$ cat config.mk
export PLATFORM = sky130hd
export DESIGN_NAME = video_capture
export DESIGN_NICKNAME = d
export VERILOG_FILES = /design/src/rtl/vcap_pkg.sv /design/src/rtl/vcap_sync.sv /design/src/rtl/vcap_sampler.sv /design/src/rtl/vcap_voter.sv /design/src/rtl/vcap_line_ctrl.sv /design/src/rtl/video_capture.sv
export SDC_FILE = /design/constraint.sdc
export NUM_CORES = 1
export LEC_CHECK = 0
export BUFFER_PORTS_ARGS = -buffer_cell sky130_fd_sc_hd__buf_2
export CORE_UTILIZATION = 50
export DETAILED_ROUTE_END_ITERATION = 12
export HOLD_SLACK_MARGIN = 0.03
export PLACE_DENSITY = 0.69
export SETUP_SLACK_MARGIN = 0.02
export SYNTH_ARGS = -nofsm -noshare
export SYNTH_HDL_FRONTEND = slang
export SYNTH_SLANG_ARGS = --single-unit
export TNS_END_PERCENT = 10
$ cat constraint.sdc
create_clock -name clk_i -period 2.9 [get_ports clk_i]
set_clock_uncertainty 0.15 [all_clocks]
set_input_delay 0.435 -clock clk_i [delete_from_list [all_inputs] [get_ports clk_i]]
set_output_delay 0.435 -clock clk_i [all_outputs]
set_load 0.03 [all_outputs]
$ cat src/rtl/vcap_pkg.sv
`timescale 1ns/1ps
package vcap_pkg;
  localparam int unsigned DEF_OSR  = 4;
  localparam int unsigned DEF_PPB  = 4;
  localparam int unsigned DEF_DOTS = 512;
  localparam int unsigned DEF_ROWS = 256;
  localparam int unsigned NCH      = 2;

  // byte slot (from MSB) that holds pixel p: pairs swapped inside each nibble
  function automatic int unsigned pix_slot(input int unsigned p);
    return p ^ 1;
  endfunction
endpackage

$ cat src/rtl/vcap_sync.sv
`timescale 1ns/1ps
module vcap_sync #(
  parameter int unsigned W = 1,
  parameter logic [W-1:0] RST_VAL = '0
) (
  input  logic         clk_i,
  input  logic         rst_ni,
  input  logic [W-1:0] d_i,
  output logic [W-1:0] q_o
);
  logic [W-1:0] s1_q, s2_q;

  always_ff @(posedge clk_i or negedge rst_ni) begin
    if (!rst_ni) begin
      s1_q <= RST_VAL;
      s2_q <= RST_VAL;
    end else begin
      s1_q <= d_i;
      s2_q <= s1_q;
    end
  end

  assign q_o = s2_q;
endmodule

$ cat src/rtl/vcap_sampler.sv
`timescale 1ns/1ps
module vcap_sampler #(
  parameter int unsigned SREG_W = 16
) (
  input  logic              clk_i,
  input  logic              rst_ni,
  input  logic              vid_i,
  input  logic              rise_sel_i,
  output logic [SREG_W-1:0] sreg_o
);
  logic rise_q, fall_q;
  logic [SREG_W-1:0] sreg_q;

  always_ff @(posedge clk_i or negedge rst_ni) begin
    if (!rst_ni) rise_q <= 1'b0;
    else         rise_q <= vid_i;
  end

  always_ff @(negedge clk_i or negedge rst_ni) begin
    if (!rst_ni) fall_q <= 1'b0;
    else         fall_q <= vid_i;
  end

  // oldest sample ends up at the MSB
  always_ff @(posedge clk_i or negedge rst_ni) begin
    if (!rst_ni) sreg_q <= '0;
    else         sreg_q <= {sreg_q[SREG_W-2:0], rise_sel_i ? rise_q : fall_q};
  end

  assign sreg_o = sreg_q;
endmodule

$ cat src/rtl/vcap_voter.sv
`timescale 1ns/1ps
module vcap_voter #(
  parameter int unsigned OSR = 4
) (
  input  logic [OSR-1:0] smp_i,
  input  logic [OSR-1:0] en_i,
  output logic           bit_o
);
  localparam int unsigned CNT_W = $clog2(OSR + 1);

  logic [CNT_W-1:0] ones;
  logic [OSR:0]     tbl;

  assign tbl = {en_i, 1'b0};

  always_comb begin
    ones = '0;
    for (int i = 0; i < OSR; i++) ones = ones + CNT_W'(smp_i[i]);
  end

  assign bit_o = tbl[ones];
endmodule

$ cat src/rtl/vcap_line_ctrl.sv
`timescale 1ns/1ps
module vcap_line_ctrl #(
  parameter int unsigned SREG_W   = 16,
  parameter int unsigned LINE_SMP = 2048,
  parameter int unsigned ROW_W    = 8,
  parameter int unsigned DATA_W   = 8
) (
  input  logic                      clk_i,
  input  logic                      rst_ni,
  input  logic                      line_start_i,
  input  logic                      frame_clr_i,
  input  logic [DATA_W-1:0]         byte_i,
  output logic [ROW_W+$clog2(LINE_SMP/SREG_W)-1:0] addr_o,
  output logic [DATA_W-1:0]         data_o,
  output logic                      we_o,
  output logic [ROW_W:0]            row_o
);
  localparam int unsigned NIB_W  = $clog2(SREG_W);
  localparam int unsigned HC_W   = $clog2(LINE_SMP) + 1;
  localparam int unsigned COL_W  = HC_W - 1 - NIB_W;
  localparam int unsigned ADDR_W = ROW_W + COL_W;

  logic [HC_W-1:0]   hcnt_q;
  logic [ROW_W:0]    row_q;
  logic              pend_q, we_q;
  logic [DATA_W-1:0] data_q;
  logic [ADDR_W-1:0] addr_q;
  logic [NIB_W-1:0]  nib;
  logic              in_line, latch_now, we_on, we_off;

  assign nib       = hcnt_q[NIB_W-1:0];
  assign in_line   = ~hcnt_q[HC_W-1];
  assign latch_now = in_line && (nib == '1);
  assign we_on     = (nib == NIB_W'(1));
  assign we_off    = (nib == NIB_W'(SREG_W - 2));

  // horizontal sample counter, parks at all ones
  always_ff @(posedge clk_i or negedge rst_ni) begin
    if (!rst_ni)                hcnt_q <= '1;
    else if (line_start_i)      hcnt_q <= '0;
    else if (hcnt_q != '1)      hcnt_q <= hcnt_q + HC_W'(1);
  end

  // row counter: all ones during vertical sync, so first line lands on 0
  always_ff @(posedge clk_i or negedge rst_ni) begin
    if (!rst_ni)           row_q <= '1;
    else if (frame_clr_i)  row_q <= '1;
    else if (line_start_i) row_q <= row_q + (ROW_W+1)'(1);
  end

  always_ff @(posedge clk_i or negedge rst_ni) begin
    if (!rst_ni) begin
      data_q <= '0;
      addr_q <= '0;
    end else if (!line_start_i && latch_now) begin
      data_q <= byte_i;
      addr_q <= {row_q[ROW_W-1:0], hcnt_q[HC_W-2:NIB_W]};
    end
  end

  always_ff @(posedge clk_i or negedge rst_ni) begin
    if (!rst_ni) begin
      pend_q <= 1'b0;
      we_q   <= 1'b0;
    end else if (line_start_i) begin
      pend_q <= 1'b0;
      we_q   <= 1'b0;
    end else begin
      if (latch_now)   pend_q <= ~row_q[ROW_W];
      else if (we_on)  pend_q <= 1'b0;
      if (we_on)       we_q <= pend_q;
      else if (we_off) we_q <= 1'b0;
    end
  end

  assign addr_o = addr_q;
  assign data_o = data_q;
  assign we_o   = we_q;
  assign row_o  = row_q;
endmodule

$ cat src/rtl/video_capture.sv
`timescale 1ns/1ps
module video_capture #(
  parameter int unsigned OSR  = vcap_pkg::DEF_OSR,
  parameter int unsigned PPB  = vcap_pkg::DEF_PPB,
  parameter int unsigned DOTS = vcap_pkg::DEF_DOTS,
  parameter int unsigned ROWS = vcap_pkg::DEF_ROWS,
  localparam int unsigned NCH    = vcap_pkg::NCH,
  localparam int unsigned SREG_W = OSR * PPB,
  localparam int unsigned DATA_W = NCH * PPB,
  localparam int unsigned ROW_W  = $clog2(ROWS),
  localparam int unsigned COL_W  = $clog2(DOTS / PPB),
  localparam int unsigned ADDR_W = ROW_W + COL_W,
  localparam int unsigned CFG_W  = OSR + NCH
) (
  input  logic              clk_i,
  input  logic              rst_ni,
  input  logic              hsync_i,
  input  logic              vsync_i,
  input  logic              v1_i,
  input  logic              v2_i,
  input  logic [CFG_W-1:0]  cfg_i,
  output logic [ADDR_W-1:0] addr_o,
  output logic [DATA_W-1:0] data_o,
  output logic              we_o
);
  localparam int unsigned LINE_SMP = DOTS * OSR;

  logic [1:0]        sync_q;
  logic              hs_d_q, line_start;
  logic [NCH-1:0]    vid;
  logic [DATA_W-1:0] byte_w;
  logic [ROW_W:0]    row_q;

  vcap_sync #(.W(2), .RST_VAL(2'b11)) u_sync (
    .clk_i (clk_i),
    .rst_ni(rst_ni),
    .d_i   ({vsync_i, hsync_i}),
    .q_o   (sync_q)
  );

  always_ff @(posedge clk_i or negedge rst_ni) begin
    if (!rst_ni) hs_d_q <= 1'b1;
    else         hs_d_q <= sync_q[0];
  end

  assign line_start = hs_d_q & ~sync_q[0];
  assign vid        = {v2_i, v1_i};

  for (genvar c = 0; c < NCH; c++) begin : g_ch
    logic [SREG_W-1:0] sreg;

    vcap_sampler #(.SREG_W(SREG_W)) u_smp (
      .clk_i     (clk_i),
      .rst_ni    (rst_ni),
      .vid_i     (vid[c]),
      .rise_sel_i(cfg_i[OSR+c]),
      .sreg_o    (sreg)
    );

    for (genvar p = 0; p < PPB; p++) begin : g_pix
      localparam int unsigned SLOT = vcap_pkg::pix_slot(p);
      localparam int unsigned BIDX = DATA_W - NCH*(SLOT+1) + c;

      vcap_voter #(.OSR(OSR)) u_vote (
        .smp_i(sreg[SREG_W-1-OSR*p -: OSR]),
        .en_i (cfg_i[OSR-1:0]),
        .bit_o(byte_w[BIDX])
      );
    end
  end

  vcap_line_ctrl #(
    .SREG_W  (SREG_W),
    .LINE_SMP(LINE_SMP),
    .ROW_W   (ROW_W),
    .DATA_W  (DATA_W)
  ) u_ctrl (
    .clk_i       (clk_i),
    .rst_ni      (rst_ni),
    .line_start_i(line_start),
    .frame_clr_i (sync_q[1]),
    .byte_i      (byte_w),
    .addr_o      (addr_o),
    .data_o      (data_o),
    .we_o        (we_o),
    .row_o       (row_q)
  );
endmodule

==> flow_summary.html, run 1 <==
<table>
<tr><th>Metric</th><th>Value</th></tr>
<tr><th colspan="2">Global route</th></tr>
<tr><td>Largest net degree at the start of global routing</td><td>47</td></tr>
<tr><td>Number of global-route vias before repair</td><td>2803</td></tr>
<tr><td>Number of antenna violations at the first check in global routing</td><td>0</td></tr>
<tr><td>Wire length of the first global-routing pass</td><td>12900 µm</td></tr>
<tr><td>Gr usage total</td><td>19.3%</td></tr>
<tr><td>GRT overflow</td><td>0</td></tr>
<tr><th colspan="2">Layout</th></tr>
<tr><td>Most used cells in the layout excluding fill and tap cells</td><td>sky130_fd_sc_hd__dfrtp_1 (59), sky130_fd_sc_hd__inv_1 (39), sky130_fd_sc_hd__buf_2 (34)</td></tr>
<tr><td>Area added between synthesis and finish</td><td>13.3%</td></tr>
<tr><td>Most common library cell in the layout ignoring fill and taps</td><td>sky130_fd_sc_hd__dfrtp_1</td></tr>
<tr><td>Ant. Diodes</td><td>0</td></tr>
<tr><td>Final design area excluding fillers</td><td>0.00460 mm²</td></tr>
<tr><td>Ratio of cells with drive above 1 in the final layout</td><td>24.3%</td></tr>
<tr><td>Total of fill cells in the finished design</td><td>636</td></tr>
<tr><td>Net count reported at finish</td><td>418</td></tr>
<tr><th colspan="2">STA</th></tr>
<tr><td>Final-layout worst hold slack</td><td>0.0500 ns</td></tr>
<tr><td>Hold Vio Cnt, Final</td><td>0</td></tr>
<tr><td>Setup Total Neg Slack</td><td>0 ns</td></tr>
<tr><td>Worst-case headroom to the max-slew limit</td><td>61.1%</td></tr>
<tr><td>Transition time at the pin with the least slew margin</td><td>0.584 ns</td></tr>
<tr><td>Unrepaired setup endpoints after global routing</td><td>false</td></tr>
<tr><td>Setup violators final</td><td>0</td></tr>
<tr><td>Final Slew Violations</td><td>0</td></tr>
<tr><th colspan="2">Clock tree</th></tr>
<tr><td>TritonCTS clock tree</td><td>yes</td></tr>
<tr><td>Library cell used as clock root buffer</td><td>sky130_fd_sc_hd__clkbuf_8</td></tr>
<tr><td>Post CTS Setup Buffer Count</td><td>0</td></tr>
<tr><td>Worst-case clock buffer depth</td><td>2</td></tr>
<tr><td>Clk sinks</td><td>87</td></tr>
<tr><td>Deepest level of the CTS H-tree</td><td>3</td></tr>
<tr><td>Hold buffer count at cts</td><td>2</td></tr>
<tr><td>Clock transition at the register clock pins on the worst setup and hold paths after CTS</td><td>0.09 ns</td></tr>
<tr><td>Total of cells resized after clock tree synthesis</td><td>0</td></tr>
<tr><td>Cts bufs inserted</td><td>9</td></tr>
<tr><td>Clk Latency, worst-skew pair</td><td>0.35 ns</td></tr>
<tr><th colspan="2">Yosys</th></tr>
<tr><td>Post-synth EDFFs</td><td>0</td></tr>
<tr><td>Complex-gate fraction of the synthesized area</td><td>8.54%</td></tr>
<tr><td>Simple-gate portion of the synthesized area</td><td>13.8%</td></tr>
<tr><td>Flops &amp; latches, synth</td><td>87</td></tr>
<tr><td>Proportion of netlist area held by the largest area contributor</td><td>36.4%</td></tr>
<tr><td>Xor-xnor portion of the synthesized cell area</td><td>0.216%</td></tr>
<tr><td>Mapped Nets</td><td>373</td></tr>
<tr><td>FFs w/ async S/R, synth</td><td>100%</td></tr>
<tr><td>Sequential cell area fraction in the yosys report</td><td>54.5%</td></tr>
<tr><td>Most area-hungry cell type in the Yosys netlist</td><td>sky130_fd_sc_hd__dfrtp_1</td></tr>
<tr><td>Average instance area after synthesis</td><td>12.2 µm²</td></tr>
<tr><td>Warnings from Yosys</td><td>0</td></tr>
<tr><td>Cells taking the most area after synthesis</td><td>sky130_fd_sc_hd__dfrtp_1 (36%), sky130_fd_sc_hd__dfstp_2 (17%), sky130_fd_sc_hd__ha_1 (6.2%)</td></tr>
<tr><td>Count of cell types in the netlist</td><td>49</td></tr>
<tr><td>Syn Inst Count</td><td>333</td></tr>
<tr><td>Post-synth top flop</td><td>sky130_fd_sc_hd__dfrtp_1</td></tr>
<tr><td>Combined area of all synthesized cells</td><td>0.00406 mm²</td></tr>
<tr><td>Post-synthesis share of cell area spent on full adders, half adders and majority gates</td><td>10.1%</td></tr>
<tr><td>Main combinational cell family by area after synthesis</td><td>simple AND/OR/NAND/NOR gates</td></tr>
<tr><td>Mux cell area share after synthesis</td><td>7.80%</td></tr>
<tr><th colspan="2">Setup path</th></tr>
<tr><td>Slowest stage delay, CP</td><td>0.32 ns</td></tr>
<tr><td>Launch point of the worst reg-to-reg path</td><td>g_ch[0].u_smp.fall_q</td></tr>
<tr><td>Top fanout value on the critical path</td><td>1</td></tr>
<tr><td>Slowest library cell on the worst path</td><td>sky130_fd_sc_hd__dfrtn_1</td></tr>
<tr><td>Worst path cell trace</td><td>mux2_2</td></tr>
<tr><td>Startpoint class of the critical path</td><td>register</td></tr>
<tr><td>Setup Crit Path Kind</td><td>register to register</td></tr>
<tr><td>Arrival time at the worst endpoint</td><td>2.36 ns</td></tr>
<tr><td>Worst Path Required</td><td>2.99 ns</td></tr>
<tr><td>Critical Path Sink Type</td><td>register</td></tr>
<tr><td>Origin of the worst setup path</td><td>g_ch[0].u_smp.fall_q</td></tr>
<tr><td>Worst reg-to-reg path cell count</td><td>1</td></tr>
<tr><td>Largest delay contributor family on the critical path</td><td>flip-flops</td></tr>
<tr><td>Buffers plus inverters on the worst setup path</td><td>0</td></tr>
<tr><td>WP depth</td><td>1</td></tr>
<tr><th colspan="2">Status</th></tr>
<tr><td>Result of the run</td><td>finished, final reports clean</td></tr>
<tr><th colspan="2">Place</th></tr>
<tr><td>Port Buf Inserts</td><td>35</td></tr>
<tr><td>GP Congestion</td><td>0.781</td></tr>
<tr><td>Post-DP HPWL</td><td>4880 µm</td></tr>
<tr><td>Total cell area at the placement stage</td><td>0.00435 mm²</td></tr>
<tr><th colspan="2">Power and ir drop</th></tr>
<tr><td>Pwr/cell area</td><td>661 mW/mm²</td></tr>
<tr><td>Leakage dissipation</td><td>2.17 nW</td></tr>
<tr><td>Maximum ir drop on the vdd rail</td><td>291 µV</td></tr>
<tr><th colspan="2">Drt</th></tr>
<tr><td>Number of antenna-violating nets in the routed design</td><td>0</td></tr>
<tr><td>Remaining design rule violation count</td><td>0</td></tr>
<tr><td>Number of search-and-repair iterations in the first detailed-routing pass</td><td>4</td></tr>
<tr><td>Topmost layer with routed signal wires</td><td>met4</td></tr>
<tr><td>Average vias per placed instance</td><td>5.53</td></tr>
<tr><td>Count of vias placed by the detailed router</td><td>2683</td></tr>
<tr><td>Number of DRC markers in iteration 0</td><td>81</td></tr>
<tr><td>Wire length reported by the detailed router</td><td>7180 µm</td></tr>
<tr><td>Wire length on met1</td><td>3310 µm</td></tr>
<tr><td>Wirelength per Cell</td><td>14.8 µm</td></tr>
<tr><td>Routed wl met3</td><td>228 µm</td></tr>
<tr><td>Wire length on met2</td><td>3520 µm</td></tr>
<tr><th colspan="2">Flow run</th></tr>
<tr><td>Max cap viols</td><td>0</td></tr>
<tr><th colspan="2">Min path</th></tr>
<tr><td>Min-delay src</td><td>v1_i</td></tr>
<tr><td>Instance count along the most critical hold path</td><td>1</td></tr>
<tr><td>Min-delay worst type</td><td>primary input to register</td></tr>
<tr><th colspan="2">Die</th></tr>
<tr><td>Height of the die</td><td>92.1 µm</td></tr>
<tr><td>Number of standard-cell rows in the floorplan</td><td>32</td></tr>
<tr><td>Overall die area</td><td>0.00848 mm²</td></tr>
<tr><td>IO Count</td><td>36</td></tr>
<tr><td>Floorplan die width</td><td>92.1 µm</td></tr>
<tr><td>Initial standard-cell utilization of the core</td><td>52.0%</td></tr>
<tr><td>Floorplan Core Area</td><td>0.00781 mm²</td></tr>
</table>
## cell usage after synthesis, types with 2 or more instances
cell / instances
sky130_fd_sc_hd__a21o_1: 4
sky130_fd_sc_hd__a21oi_1: 15
sky130_fd_sc_hd__a311oi_1: 2
sky130_fd_sc_hd__a31oi_1: 12
sky130_fd_sc_hd__a41oi_1: 2
sky130_fd_sc_hd__and3b_1: 8
sky130_fd_sc_hd__and4_1: 3
sky130_fd_sc_hd__and4b_1: 2
sky130_fd_sc_hd__buf_2: 4
sky130_fd_sc_hd__buf_4: 2
sky130_fd_sc_hd__clkbuf_1: 3
sky130_fd_sc_hd__dfrtn_1: 2
sky130_fd_sc_hd__dfrtp_1: 59
sky130_fd_sc_hd__dfstp_2: 26
sky130_fd_sc_hd__fa_1: 8
sky130_fd_sc_hd__ha_1: 20
sky130_fd_sc_hd__inv_1: 39
sky130_fd_sc_hd__mux2_1: 15
sky130_fd_sc_hd__mux2_2: 6
sky130_fd_sc_hd__mux2i_1: 8
sky130_fd_sc_hd__nand2_1: 14
sky130_fd_sc_hd__nand2b_1: 6
sky130_fd_sc_hd__nand3_1: 12
sky130_fd_sc_hd__nand3b_1: 6
sky130_fd_sc_hd__nand4_1: 3
sky130_fd_sc_hd__nor2b_1: 2
sky130_fd_sc_hd__nor3_1: 4
sky130_fd_sc_hd__nor4_1: 3
sky130_fd_sc_hd__o21ai_0: 10
sky130_fd_sc_hd__o31ai_1: 3
sky130_fd_sc_hd__or3_1: 6
sky130_fd_sc_hd__or3b_1: 4
sky130_fd_sc_hd__or4_1: 4
## power breakdown
group | internal [W] | switching [W]
combinational | 0.000260 | 0.000383
sequential | 0.00138 | 0.000106
clock | 0.000511 | 0.000402
## sequential cells by signal (all words and copies together) (netlist names)
register           flops
g_ch.u_smp.sreg_o     32
u_ctrl.addr_o         15
u_ctrl.hcnt_q         12
u_ctrl.row_o           9
u_ctrl.data_o          8
g_ch.u_smp.fall_q      2
g_ch.u_smp.rise_q      2
u_sync.q_o             2
u_sync.s1_q            2
hs_d_q                 1
u_ctrl.pend_q          1
u_ctrl.we_o            1
## logic make-up (layout without fill, tap and decap cells)
family,count (synthesis),after routing
AOI/OAI and AO/OA,54,54
buffers and inverters,49,99
muxes,29,29
and+or+nand+nor,85,85
adders and majority gates,28,28
xor gates and xnor gates,1,1
DFF,87,87
## layout make-up
class | count | area (µm²) | share of cell area [%]
clock buffers | 13 | 149 | 3.24
clock inverters | 3 | 67.6 | 1.47
inverters | 39 | 146 | 3.18
multi-input cells | 197 | 1640 | 35.8
flip-flops and latches | 87 | 2210 | 48.1
well taps | 102 | 128 | 2.78
repair buffers | 44 | 253 | 5.50
## through the flow
step / worst slack [ns] / power [W] / cells / utilization, %
5_1_grt: 0.562 / 0.00322 / 485 / 58.9
6_report: 0.632 / 0.00304 / 485 / 58.9
3_5_place_dp: 0.604 / 0.00215 / 466 / 55.7
2_1_floorplan: 0.634 / 0.00196 / 333 / -
3_3_place_gp: 0.608 / 0.00212 / 466 / 55.7
4_1_cts: 0.627 / 0.00307 / 484 / 58.8
## per-layer routing
layer | track usage [%] | vias to the layer above
met4 | 7.94 | 0
met3 | 3.57 | 12
met5 | 0 | -
met1 | 25.8 | 1342
li1 | - | 1277
met2 | 31.1 | 52
## final timing paths
check / endpoint / slack, ns
worst min-delay path: g_ch[0].u_smp.rise_q / 0.05
worst min register to register: u_sync.q_o[0] / 0.21
worst max register to register: g_ch[0].u_smp.sreg_o[0] / 0.63
min in group asynchronous: g_ch[0].u_smp.sreg_o[6] / 0.36
worst max-delay path: g_ch[0].u_smp.sreg_o[0] / 0.63
max in group asynchronous: g_ch[1].u_smp.fall_q / 0.70
(Power assumes the default switching activity.)
==> run 2: changes to the inputs <==
--- a/config.mk
+++ b/config.mk
@@ -5,6 +5,7 @@
 export SDC_FILE = /design/constraint.sdc
 export NUM_CORES = 1
 export LEC_CHECK = 0
+export ABC_AREA = 1
 export BUFFER_PORTS_ARGS = -buffer_cell sky130_fd_sc_hd__buf_2
 export CORE_UTILIZATION = 50
 export DETAILED_ROUTE_END_ITERATION = 12
==> constraint.sdc (replaced) <==
create_clock -name clk_i -period 2.1 [get_ports clk_i]
set_clock_uncertainty 0.15 [all_clocks]
set_input_delay 0.315 -clock clk_i [delete_from_list [all_inputs] [get_ports clk_i]]
set_output_delay 0.315 -clock clk_i [all_outputs]
set_load 0.03 [all_outputs]
==> run 2 against run 1 <==
- clock power increased by 43%
- final cell count increased by 24%
- sequential share of layout area fell by 1.3 points
- register-to-register slack worse by 0.55 ns
- setup slack got worse by 0.55 ns
- hold slack better by 0.0069 ns
- non-clock buffer count up 3
- global-route usage grew 0.85 points
- area after synthesis up 0.40%
- first-iteration DRC count up 52%
- critical endpoint is now u_ctrl.data_o[4]
- largest power group unchanged
- highest routed layer unchanged
==> flow_summary.html, run 2 <==
<table>
<tr><th>Metric</th><th>Value</th></tr>
<tr><th colspan="2">Status</th></tr>
<tr><td>Result of the run</td><td>finished, final reports clean (unchanged)</td></tr>
<tr><th colspan="2">Die</th></tr>
<tr><td>Floorplan die width</td><td>92.3 µm (was 92.1 µm)</td></tr>
<tr><td>Height of the die</td><td>92.3 µm (was 92.1 µm)</td></tr>
<tr><td>Floorplan Core Area</td><td>0.00781 mm² (unchanged)</td></tr>
<tr><td>Overall die area</td><td>0.00851 mm² (was 0.00848 mm²)</td></tr>
<tr><td>Number of standard-cell rows in the floorplan</td><td>32 (unchanged)</td></tr>
<tr><td>Initial standard-cell utilization of the core</td><td>52.2% (was 52.0%)</td></tr>
<tr><td>IO Count</td><td>36 (unchanged)</td></tr>
<tr><th colspan="2">Yosys</th></tr>
<tr><td>FFs w/ async S/R, synth</td><td>100% (unchanged)</td></tr>
<tr><td>Flops &amp; latches, synth</td><td>87 (unchanged)</td></tr>
<tr><td>Post-synth EDFFs</td><td>0 (unchanged)</td></tr>
<tr><td>Combined area of all synthesized cells</td><td>0.00407 mm² (was 0.00406 mm²)</td></tr>
<tr><td>Average instance area after synthesis</td><td>9.22 µm² (was 12.2 µm²)</td></tr>
<tr><td>Syn Inst Count</td><td>442 (was 333)</td></tr>
<tr><td>Count of cell types in the netlist</td><td>28 (was 49)</td></tr>
<tr><td>Mapped Nets</td><td>482 (was 373)</td></tr>
<tr><td>Cell types with the highest counts after synthesis</td><td>sky130_fd_sc_hd__nand2_1 (100), sky130_fd_sc_hd__inv_1 (79), sky130_fd_sc_hd__dfrtp_1 (59) (was sky130_fd_sc_hd__dfrtp_1 (59), sky130_fd_sc_hd__inv_1 (39), sky130_fd_sc_hd__dfstp_2 (26))</td></tr>
<tr><td>Cells taking the most area after synthesis</td><td>sky130_fd_sc_hd__dfrtp_1 (36%), sky130_fd_sc_hd__dfstp_2 (17%), sky130_fd_sc_hd__nand2_1 (9.2%) (was sky130_fd_sc_hd__dfrtp_1 (36%), sky130_fd_sc_hd__dfstp_2 (17%), sky130_fd_sc_hd__ha_1 (6.2%))</td></tr>
<tr><td>Most area-hungry cell type in the Yosys netlist</td><td>sky130_fd_sc_hd__dfrtp_1 (unchanged)</td></tr>
<tr><td>Warnings from Yosys</td><td>0 (unchanged)</td></tr>
<tr><td>Proportion of netlist area held by the largest area contributor</td><td>36.2% (was 36.4%)</td></tr>
<tr><td>Post-synth top flop</td><td>sky130_fd_sc_hd__dfrtp_1 (unchanged)</td></tr>
<tr><td>Sequential cell area fraction in the yosys report</td><td>54.2% (was 54.5%)</td></tr>
<tr><td>Most numerous cell in the Yosys netlist</td><td>sky130_fd_sc_hd__nand2_1 (was sky130_fd_sc_hd__dfrtp_1)</td></tr>
<tr><th colspan="2">Clock tree</th></tr>
<tr><td>Clock transition at the register clock pins on the worst setup and hold paths after CTS</td><td>0.09 ns (about the same)</td></tr>
<tr><td>Worst-case clock buffer depth</td><td>2 (unchanged)</td></tr>
<tr><td>Cts bufs inserted</td><td>9 (unchanged)</td></tr>
<tr><td>Library cell used as clock root buffer</td><td>sky130_fd_sc_hd__clkbuf_8 (unchanged)</td></tr>
<tr><td>Clk sinks</td><td>87 (unchanged)</td></tr>
<tr><td>TritonCTS clock tree</td><td>yes (unchanged)</td></tr>
<tr><td>Clk Latency, worst-skew pair</td><td>0.35 ns (about the same)</td></tr>
<tr><td>Deepest level of the CTS H-tree</td><td>3 (unchanged)</td></tr>
<tr><th colspan="2">Layout</th></tr>
<tr><td>Net count reported at finish</td><td>534 (was 418)</td></tr>
<tr><td>Most common library cell in the layout ignoring fill and taps</td><td>sky130_fd_sc_hd__nand2_1 (was sky130_fd_sc_hd__dfrtp_1)</td></tr>
<tr><td>Area added between synthesis and finish</td><td>16.0% (was 13.3%)</td></tr>
<tr><td>Total of fill cells in the finished design</td><td>678 (was 636)</td></tr>
<tr><td>Most used cells in the layout excluding fill and tap cells</td><td>sky130_fd_sc_hd__nand2_1 (100), sky130_fd_sc_hd__inv_1 (78), sky130_fd_sc_hd__dfrtp_1 (59) (was sky130_fd_sc_hd__dfrtp_1 (59), sky130_fd_sc_hd__inv_1 (39), sky130_fd_sc_hd__buf_2 (34))</td></tr>
<tr><td>Largest register FFs</td><td>32 (unchanged)</td></tr>
<tr><td>Non-filler cells, final</td><td>601 (was 485)</td></tr>
<tr><td>Ratio of cells with drive above 1 in the final layout</td><td>21.0% (was 24.3%)</td></tr>
<tr><td>Ant. Diodes</td><td>0 (unchanged)</td></tr>
<tr><th colspan="2">Place</th></tr>
<tr><td>Post-DP HPWL</td><td>5410 µm (was 4880 µm)</td></tr>
<tr><td>GP Congestion</td><td>0.796 (was 0.781)</td></tr>
<tr><td>Port Buf Inserts</td><td>35 (unchanged)</td></tr>
<tr><td>Count of placed standard cells including taps</td><td>579 (was 466)</td></tr>
<tr><th colspan="2">Global route</th></tr>
<tr><td>Number of antenna violations at the first check in global routing</td><td>0 (unchanged)</td></tr>
<tr><td>Largest net degree at the start of global routing</td><td>80 (was 47)</td></tr>
<tr><td>Gr usage total</td><td>20.2% (was 19.3%)</td></tr>
<tr><td>Number of global-route vias before repair</td><td>2992 (was 2803)</td></tr>
<tr><td>GRT overflow</td><td>0 (unchanged)</td></tr>
<tr><td>Wire length of the first global-routing pass</td><td>13300 µm (was 12900 µm)</td></tr>
<tr><th colspan="2">STA</th></tr>
<tr><td>Final Slew Violations</td><td>0 (unchanged)</td></tr>
<tr><td>Hold Vio Cnt, Final</td><td>0 (unchanged)</td></tr>
<tr><td>Portion of the clock cycle consumed by the worst path in the final layout</td><td>96.0%</td></tr>
<tr><td>Transition time at the pin with the least slew margin</td><td>0.416 ns (was 0.584 ns)</td></tr>
<tr><td>Worst-case headroom to the max-slew limit</td><td>72.2% (was 61.1%)</td></tr>
<tr><td>Unrepaired setup endpoints after global routing</td><td>true (was false)</td></tr>
<tr><td>Final-layout worst hold slack</td><td>0.0569 ns (was 0.0500 ns)</td></tr>
<tr><td>Post-layout min period</td><td>2.02 ns</td></tr>
<tr><td>F_max</td><td>496 MHz</td></tr>
<tr><td>Setup violators final</td><td>0 (unchanged)</td></tr>
<tr><th colspan="2">Drt</th></tr>
<tr><td>Count of vias placed by the detailed router</td><td>2997 (was 2683)</td></tr>
<tr><td>Number of antenna-violating nets in the routed design</td><td>0 (unchanged)</td></tr>
<tr><td>Remaining design rule violation count</td><td>0 (unchanged)</td></tr>
<tr><td>Average vias per placed instance</td><td>4.99 (was 5.53)</td></tr>
<tr><td>Number of search-and-repair iterations in the first detailed-routing pass</td><td>4 (unchanged)</td></tr>
<tr><td>Wire length reported by the detailed router</td><td>7660 µm (was 7180 µm)</td></tr>
<tr><td>Wirelength per Cell</td><td>12.7 µm (was 14.8 µm)</td></tr>
<tr><td>Number of DRC markers in iteration 0</td><td>123 (was 81)</td></tr>
<tr><th colspan="2">Power and ir drop</th></tr>
<tr><td>Pwr/cell area</td><td>964 mW/mm² (was 661 mW/mm²)</td></tr>
<tr><td>Maximum ir drop on the vdd rail</td><td>434 µV (was 291 µV)</td></tr>
<tr><td>Leakage dissipation</td><td>2.40 nW (was 2.17 nW)</td></tr>
<tr><th colspan="2">Setup path</th></tr>
<tr><td>Arrival time at the worst endpoint</td><td>2.15 ns (was 2.36 ns)</td></tr>
<tr><td>Startpoint class of the critical path</td><td>register (unchanged)</td></tr>
<tr><td>Top fanout value on the critical path</td><td>4 (was 1)</td></tr>
<tr><td>R2R Setup Slk</td><td>0.08 ns (was 0.63 ns)</td></tr>
<tr><td>Critical Path Sink Type</td><td>register (unchanged)</td></tr>
<tr><td>Worst Path Required</td><td>2.23 ns (was 2.99 ns)</td></tr>
<tr><td>Setup Crit Path Kind</td><td>register to register (unchanged)</td></tr>
<tr><th colspan="2">Flow run</th></tr>
<tr><td>Max cap viols</td><td>0 (unchanged)</td></tr>
<tr><th colspan="2">Min path</th></tr>
<tr><td>Min-delay worst type</td><td>primary input to register (unchanged)</td></tr>
</table>
[run 2: changes by cell type after synthesis, sizes merged, moves of 12 or more]
| cell | change |
|---|---|
| nand2 | +89 |
| mux2 | -19 |
| inv | +41 |
| nand3 | +17 |
| a31oi | -12 |
| o21ai | +23 |
| nor2 | +38 |
[run 2: stage by stage]
step | util [%] | setup TNS, ns | cell area [µm²] | worst slack, ns | power [W]
4_1_cts | 60.1 | 0 | 4690 | 0.0222 | 0.00460
2_1_floorplan | - | 0 | 4070 | 0.157 | 0.00292
5_1_grt | 60.5 | -0.00217 | 4730 | -0.00217 | 0.00483
6_report | 60.5 | 0 | 4730 | 0.0841 | 0.00456
3_5_place_dp | 56.4 | -0.00532 | 4410 | -0.00532 | 0.00326
3_3_place_gp | 56.4 | 0 | 4410 | 0.111 | 0.00320
[run 2: cell families after synthesis]
kind of cell,after synthesis,share of synthesized area (%)
compound gates,51,7.13
fa+ha+maj,28,10.1
buf+inv,86,8.11
flops,87,54.2
mux,2,0.553
simple gates,188,19.9
[run 2: layout make-up]
type                    count  area [µm²]  share of cell area [%]
flip-flops and latches     87        2210                    46.8
multi-input cells         269        1570                    33.3
inverters                  80         302                    6.38
repair buffers             47         293                    6.20
clock buffers              11         141                    2.99
well taps                 102         128                    2.70
clock inverters             5        81.3                    1.72
[run 2: power breakdown]
group	switching, W	internal [W]	leakage, nW
logic	0.000755	0.000406	1.27
registers	0.000153	0.00194	1.02
clock network	0.000603	0.000704	0.110
[run 2: what timing repair did]
| action | CTS | global route |
|---|---|---|
| setup endpoints to repair | 1 | 4 |
| hold buffers | 5 | 0 |
| resized for setup | 2 | 6 |
| hold endpoints to repair | 63 | 0 |
| buffers inserted | 0 | 1 |
| pin swaps | 0 | 4 |
[run 2: final timing paths]
| check | depth (start not counted) | to | start |
|---|---|---|---|
| max | 9 | u_ctrl.data_o[4] | g_ch[0].u_smp.sreg_o[13] |
| min | 2 | g_ch[1].u_smp.sreg_o[0] | cfg_i[5] |
| max reg2reg | 9 | u_ctrl.data_o[4] | g_ch[0].u_smp.sreg_o[13] |
| min reg2reg | 0 | u_sync.q_o[0] | u_sync.s1_q[0] |
| max in group asynchronous | 2 | g_ch[0].u_smp.fall_q | rst_ni |
| min in group asynchronous | 2 | g_ch[1].u_smp.sreg_o[3] | rst_ni |
[run 2: metal layers]
layer  up-vias  global-route usage (%)  part of all wire, %
li1       1493                       -                    -
met1      1426                    25.9                   46
met2        67                    32.9                   48
met3        11                    4.15                  4.8
met4         0                    9.11                  1.8
met5         -                       0                    0
[run 2: worst max-delay path, stage by stage (launching register included)]
cell                      delay (ns)
sky130_fd_sc_hd__dfrtp_1        0.40
sky130_fd_sc_hd__ha_1           0.29
sky130_fd_sc_hd__inv_1          0.06
sky130_fd_sc_hd__fa_2           0.34
sky130_fd_sc_hd__inv_2          0.07
sky130_fd_sc_hd__ha_4           0.20
sky130_fd_sc_hd__o21a_1         0.19
sky130_fd_sc_hd__nor3_2         0.10
sky130_fd_sc_hd__nor2_1         0.06
sky130_fd_sc_hd__nor2_1         0.10
==> run 3: changes to the inputs <==
--- a/config.mk
+++ b/config.mk
@@ -11,6 +11,7 @@
 export DETAILED_ROUTE_END_ITERATION = 12
 export HOLD_SLACK_MARGIN = 0.03
 export PLACE_DENSITY = 0.69
+export RECOVER_POWER = 25
 export SETUP_SLACK_MARGIN = 0.02
 export SYNTH_ARGS = -nofsm -noshare
 export SYNTH_HDL_FRONTEND = slang
==> run 3 against run 2 <==
- global-route usage unchanged
- wire length increased by 0.26%
- final area decreased by 0.26%
- critical path depth unchanged
- register-to-register slack about the same
- power about the same
- critical endpoint unchanged
- first-iteration DRC count decreased by 17%
- via count increased by 0.67%
==> flow_summary.html, run 3 (same netlist as run 2, synthesis figures left out) <==
<table>
<tr><th>Metric</th><th>Value</th></tr>
<tr><th colspan="2">Clock tree</th></tr>
<tr><td>Worst-case clock buffer depth</td><td>2 (unchanged)</td></tr>
<tr><td>Cts bufs inserted</td><td>9 (unchanged)</td></tr>
<tr><td>Library cell used as clock root buffer</td><td>sky130_fd_sc_hd__clkbuf_8 (unchanged)</td></tr>
<tr><td>Clock transition at the register clock pins on the worst setup and hold paths after CTS</td><td>0.09 ns (about the same)</td></tr>
<tr><td>Clk sinks</td><td>87 (unchanged)</td></tr>
<tr><td>Clk Latency, worst-skew pair</td><td>0.36 ns (was 0.35 ns)</td></tr>
<tr><td>TritonCTS clock tree</td><td>yes (unchanged)</td></tr>
<tr><td>Deepest level of the CTS H-tree</td><td>3 (unchanged)</td></tr>
<tr><th colspan="2">Setup path</th></tr>
<tr><td>Startpoint class of the critical path</td><td>register (unchanged)</td></tr>
<tr><td>Destination of the worst register-to-register timing path</td><td>u_ctrl.data_o[4] (unchanged)</td></tr>
<tr><td>Top fanout value on the critical path</td><td>4 (unchanged)</td></tr>
<tr><td>R2R Setup Slk</td><td>0.08 ns (about the same)</td></tr>
<tr><td>Worst path cell trace</td><td>ha_1 &gt; inv_1 &gt; fa_2 &gt; inv_2 &gt; ha_4 &gt; o21a_1 &gt; nor3_2 &gt; nor2_1 &gt; nor2_1 (unchanged)</td></tr>
<tr><td>Worst reg-to-reg path cell count</td><td>9 (unchanged)</td></tr>
<tr><td>Launch point of the worst reg-to-reg path</td><td>g_ch[0].u_smp.sreg_o[13] (unchanged)</td></tr>
<tr><td>Most common cell on crit path</td><td>sky130_fd_sc_hd__nor2_1 (unchanged)</td></tr>
<tr><td>Arrival time at the worst endpoint</td><td>2.15 ns (about the same)</td></tr>
<tr><td>Worst Path Required</td><td>2.24 ns (was 2.23 ns)</td></tr>
<tr><td>Slowest stage delay, CP</td><td>0.40 ns (about the same)</td></tr>
<tr><td>Slowest library cell on the worst path</td><td>sky130_fd_sc_hd__dfrtp_1 (unchanged)</td></tr>
<tr><td>Critical Path Sink Type</td><td>register (unchanged)</td></tr>
<tr><td>Setup Crit Path Kind</td><td>register to register (unchanged)</td></tr>
<tr><th colspan="2">Drt</th></tr>
<tr><td>Number of antenna-violating nets in the routed design</td><td>0 (unchanged)</td></tr>
<tr><td>Wire length reported by the detailed router</td><td>7680 µm (was 7660 µm)</td></tr>
<tr><td>Topmost layer with routed signal wires</td><td>met4 (unchanged)</td></tr>
<tr><td>Wire length on met1</td><td>3480 µm (was 3500 µm)</td></tr>
<tr><td>Wire length on met2</td><td>3680 µm (was 3650 µm)</td></tr>
<tr><td>Number of DRC markers in iteration 0</td><td>102 (was 123)</td></tr>
<tr><td>Wirelength per Cell</td><td>12.8 µm (was 12.7 µm)</td></tr>
<tr><td>Routed wl met3</td><td>356 µm (was 365 µm)</td></tr>
<tr><td>Count of vias placed by the detailed router</td><td>3017 (was 2997)</td></tr>
<tr><td>Remaining design rule violation count</td><td>0 (unchanged)</td></tr>
<tr><td>Average vias per placed instance</td><td>5.02 (was 4.99)</td></tr>
<tr><td>Number of search-and-repair iterations in the first detailed-routing pass</td><td>4 (unchanged)</td></tr>
<tr><th colspan="2">Die</th></tr>
<tr><td>Number of standard-cell rows in the floorplan</td><td>32 (unchanged)</td></tr>
<tr><td>Overall die area</td><td>0.00851 mm² (unchanged)</td></tr>
<tr><td>Initial standard-cell utilization of the core</td><td>52.2% (unchanged)</td></tr>
<tr><td>IO Count</td><td>36 (unchanged)</td></tr>
<tr><td>Height of the die</td><td>92.3 µm (unchanged)</td></tr>
<tr><td>Floorplan Core Area</td><td>0.00781 mm² (unchanged)</td></tr>
<tr><td>Floorplan die width</td><td>92.3 µm (unchanged)</td></tr>
<tr><th colspan="2">Global route</th></tr>
<tr><td>Number of antenna violations at the first check in global routing</td><td>0 (unchanged)</td></tr>
<tr><td>Number of global-route vias before repair</td><td>2992 (unchanged)</td></tr>
<tr><td>Wire length of the first global-routing pass</td><td>13300 µm (unchanged)</td></tr>
<tr><td>Largest net degree at the start of global routing</td><td>80 (unchanged)</td></tr>
<tr><td>Gr usage total</td><td>20.2% (unchanged)</td></tr>
<tr><td>GRT overflow</td><td>0 (unchanged)</td></tr>
<tr><th colspan="2">STA</th></tr>
<tr><td>Transition time at the pin with the least slew margin</td><td>1.03 ns (was 0.416 ns)</td></tr>
<tr><td>Hold Vio Cnt, Final</td><td>0 (unchanged)</td></tr>
<tr><td>Post-layout min period</td><td>2.02 ns (about the same)</td></tr>
<tr><td>Final-layout worst hold slack</td><td>0.0558 ns (was 0.0569 ns)</td></tr>
<tr><td>Final Slew Violations</td><td>0 (unchanged)</td></tr>
<tr><td>Portion of the clock cycle consumed by the worst path in the final layout</td><td>96.2% (was 96.0%)</td></tr>
<tr><td>Worst-case headroom to the max-slew limit</td><td>31.1% (was 72.2%)</td></tr>
<tr><td>Setup Total Neg Slack</td><td>0 ns (unchanged)</td></tr>
<tr><td>F_max</td><td>495 MHz (was 496 MHz)</td></tr>
<tr><td>Setup violators final</td><td>0 (unchanged)</td></tr>
<tr><td>Unrepaired setup endpoints after global routing</td><td>true (unchanged)</td></tr>
<tr><th colspan="2">Power and ir drop</th></tr>
<tr><td>Power Internal</td><td>0.00304 W (was 0.00305 W)</td></tr>
<tr><td>Net switching fraction of the power</td><td>33.2% (was 33.1%)</td></tr>
<tr><td>Switching power</td><td>0.00151 W (about the same)</td></tr>
<tr><td>Share of total power in sequential cells</td><td>45.9% (about the same)</td></tr>
<tr><td>Maximum ir drop on the vdd rail</td><td>433 µV (was 434 µV)</td></tr>
<tr><td>Leakage dissipation</td><td>2.39 nW (was 2.40 nW)</td></tr>
<tr><td>Pwr/cell area</td><td>967 mW/mm² (was 964 mW/mm²)</td></tr>
<tr><td>Combinational share of power</td><td>25.4% (was 25.5%)</td></tr>
<tr><td>Clock network fraction of design power</td><td>28.7% (about the same)</td></tr>
<tr><th colspan="2">Layout</th></tr>
<tr><td>Final design area excluding fillers</td><td>0.00471 mm² (was 0.00473 mm²)</td></tr>
<tr><td>Total of fill cells in the finished design</td><td>680 (was 678)</td></tr>
<tr><td>Largest register FFs</td><td>32 (unchanged)</td></tr>
<tr><td>Ant. Diodes</td><td>0 (unchanged)</td></tr>
<tr><td>Ratio of cells with drive above 1 in the final layout</td><td>20.8% (was 21.0%)</td></tr>
<tr><td>Area added between synthesis and finish</td><td>15.7% (was 16.0%)</td></tr>
<tr><td>Sequential cell area</td><td>0.00221 mm² (unchanged)</td></tr>
<tr><td>Most common library cell in the layout ignoring fill and taps</td><td>sky130_fd_sc_hd__nand2_1 (unchanged)</td></tr>
<tr><td>Net count reported at finish</td><td>534 (unchanged)</td></tr>
<tr><td>Share of the core filled with cells</td><td>60.4% (was 60.5%)</td></tr>
<tr><td>Most used cells in the layout excluding fill and tap cells</td><td>sky130_fd_sc_hd__nand2_1 (100), sky130_fd_sc_hd__inv_1 (78), sky130_fd_sc_hd__dfrtp_1 (59) (unchanged)</td></tr>
<tr><td>Footprint of the multi-input gates</td><td>0.00157 mm² (unchanged)</td></tr>
<tr><th colspan="2">Place</th></tr>
<tr><td>Port Buf Inserts</td><td>35 (unchanged)</td></tr>
<tr><td>GP Congestion</td><td>0.796 (unchanged)</td></tr>
<tr><td>Total cell area at the placement stage</td><td>0.00441 mm² (unchanged)</td></tr>
<tr><td>Post-DP HPWL</td><td>5410 µm (unchanged)</td></tr>
<tr><th colspan="2">Min path</th></tr>
<tr><td>Min-delay worst type</td><td>primary input to register (unchanged)</td></tr>
<tr><td>Instance count along the most critical hold path</td><td>2 (unchanged)</td></tr>
<tr><td>Hold endpoint</td><td>g_ch[1].u_smp.sreg_o[0] (unchanged)</td></tr>
<tr><td>Min-delay src</td><td>cfg_i[5] (unchanged)</td></tr>
<tr><th colspan="2">Flow run</th></tr>
<tr><td>Max cap viols</td><td>0 (unchanged)</td></tr>
<tr><th colspan="2">Status</th></tr>
<tr><td>Result of the run</td><td>finished, final reports clean (unchanged)</td></tr>
</table>
run 3: changes by cell type in the layout (fill, tap and decap cells not counted):
cell / before / now
sky130_fd_sc_hd__buf_12: 1 / 0
sky130_fd_sc_hd__buf_4: 7 / 6
sky130_fd_sc_hd__clkbuf_4: 0 / 2
sky130_fd_sc_hd__dfstp_1: 0 / 1
sky130_fd_sc_hd__dfstp_2: 26 / 25
run 3: what timing repair did:
action	4_1_cts	5_1_grt
resized for setup	2	6
endpoints found under the setup margin	1	4
gates cloned	0	0
endpoints found under the hold margin	63	0
pin swaps	0	4
hold buffers	5	0
buffers inserted	0	1
run 3: how the worst max path moves through the flow:
stage / from / to / slack [ns] / cells past startpoint
finish: g_ch[0].u_smp.sreg_o[13] / u_ctrl.data_o[4] / 0.08 / 9
global route: g_ch[1].u_smp.sreg_o[1] / u_ctrl.data_o[3] / -0.0007 / 8
CTS: g_ch[0].u_smp.sreg_o[12] / u_ctrl.data_o[4] / 0.02 / 9
detailed placement: g_ch[0].u_smp.sreg_o[12] / u_ctrl.data_o[4] / -0.005 / 9
global placement: g_ch[0].u_smp.sreg_o[12] / u_ctrl.data_o[4] / 0.11 / 9
floorplan: g_ch[0].u_smp.sreg_o[12] / u_ctrl.data_o[4] / 0.16 / 9
run 3: per-layer routing:
metal | track usage, % | vias up
met3 | 4.15 | 16
met2 | 32.9 | 74
met1 | 25.9 | 1436
li1 | - | 1491
met4 | 9.11 | 0
met5 | 0 | -
run 3: power by group through the flow:
| stage | Sequential (W) | Clock (W) | Combinational (W) |
|---|---|---|---|
| after floorplan | 0.00235 | 0 | 0.000567 |
| after global placement | 0.00211 | 0 | 0.00109 |
| after detailed placement | 0.00212 | 0 | 0.00113 |
| after CTS | 0.00209 | 0.00135 | 0.00116 |
| after global routing | 0.00212 | 0.00141 | 0.00130 |
| final | 0.00209 | 0.00131 | 0.00116 |
run 3: through the flow:
step	instances	setup WS [ns]	power, W
floorplan	442	0.157	0.00292
global route	601	-0.000666	0.00483
finish	601	0.0808	0.00456
CTS	600	0.0222	0.00460
global placement	579	0.111	0.00320
detailed placement	579	-0.00532	0.00326
run 3: final cells by class:
cell class / count / share of cell area (%)
timing repair buffer: 47 / 5.95
clock inverter: 5 / 1.73
sequential: 87 / 46.9
tap: 102 / 2.71
inverter: 80 / 6.40
clock buffer: 11 / 3.00
multi-input combinational: 269 / 33.3
run 3: critical path, delay by kind of cell (launching register included):
kind / cells / cell delay [ns]
flip-flops: 1 / 0.40
AND/OR/NAND/NOR: 3 / 0.26
buffers and inverters: 2 / 0.13
AO/OA/AOI/OAI: 1 / 0.20
adder cells (fa/ha/maj): 3 / 0.83
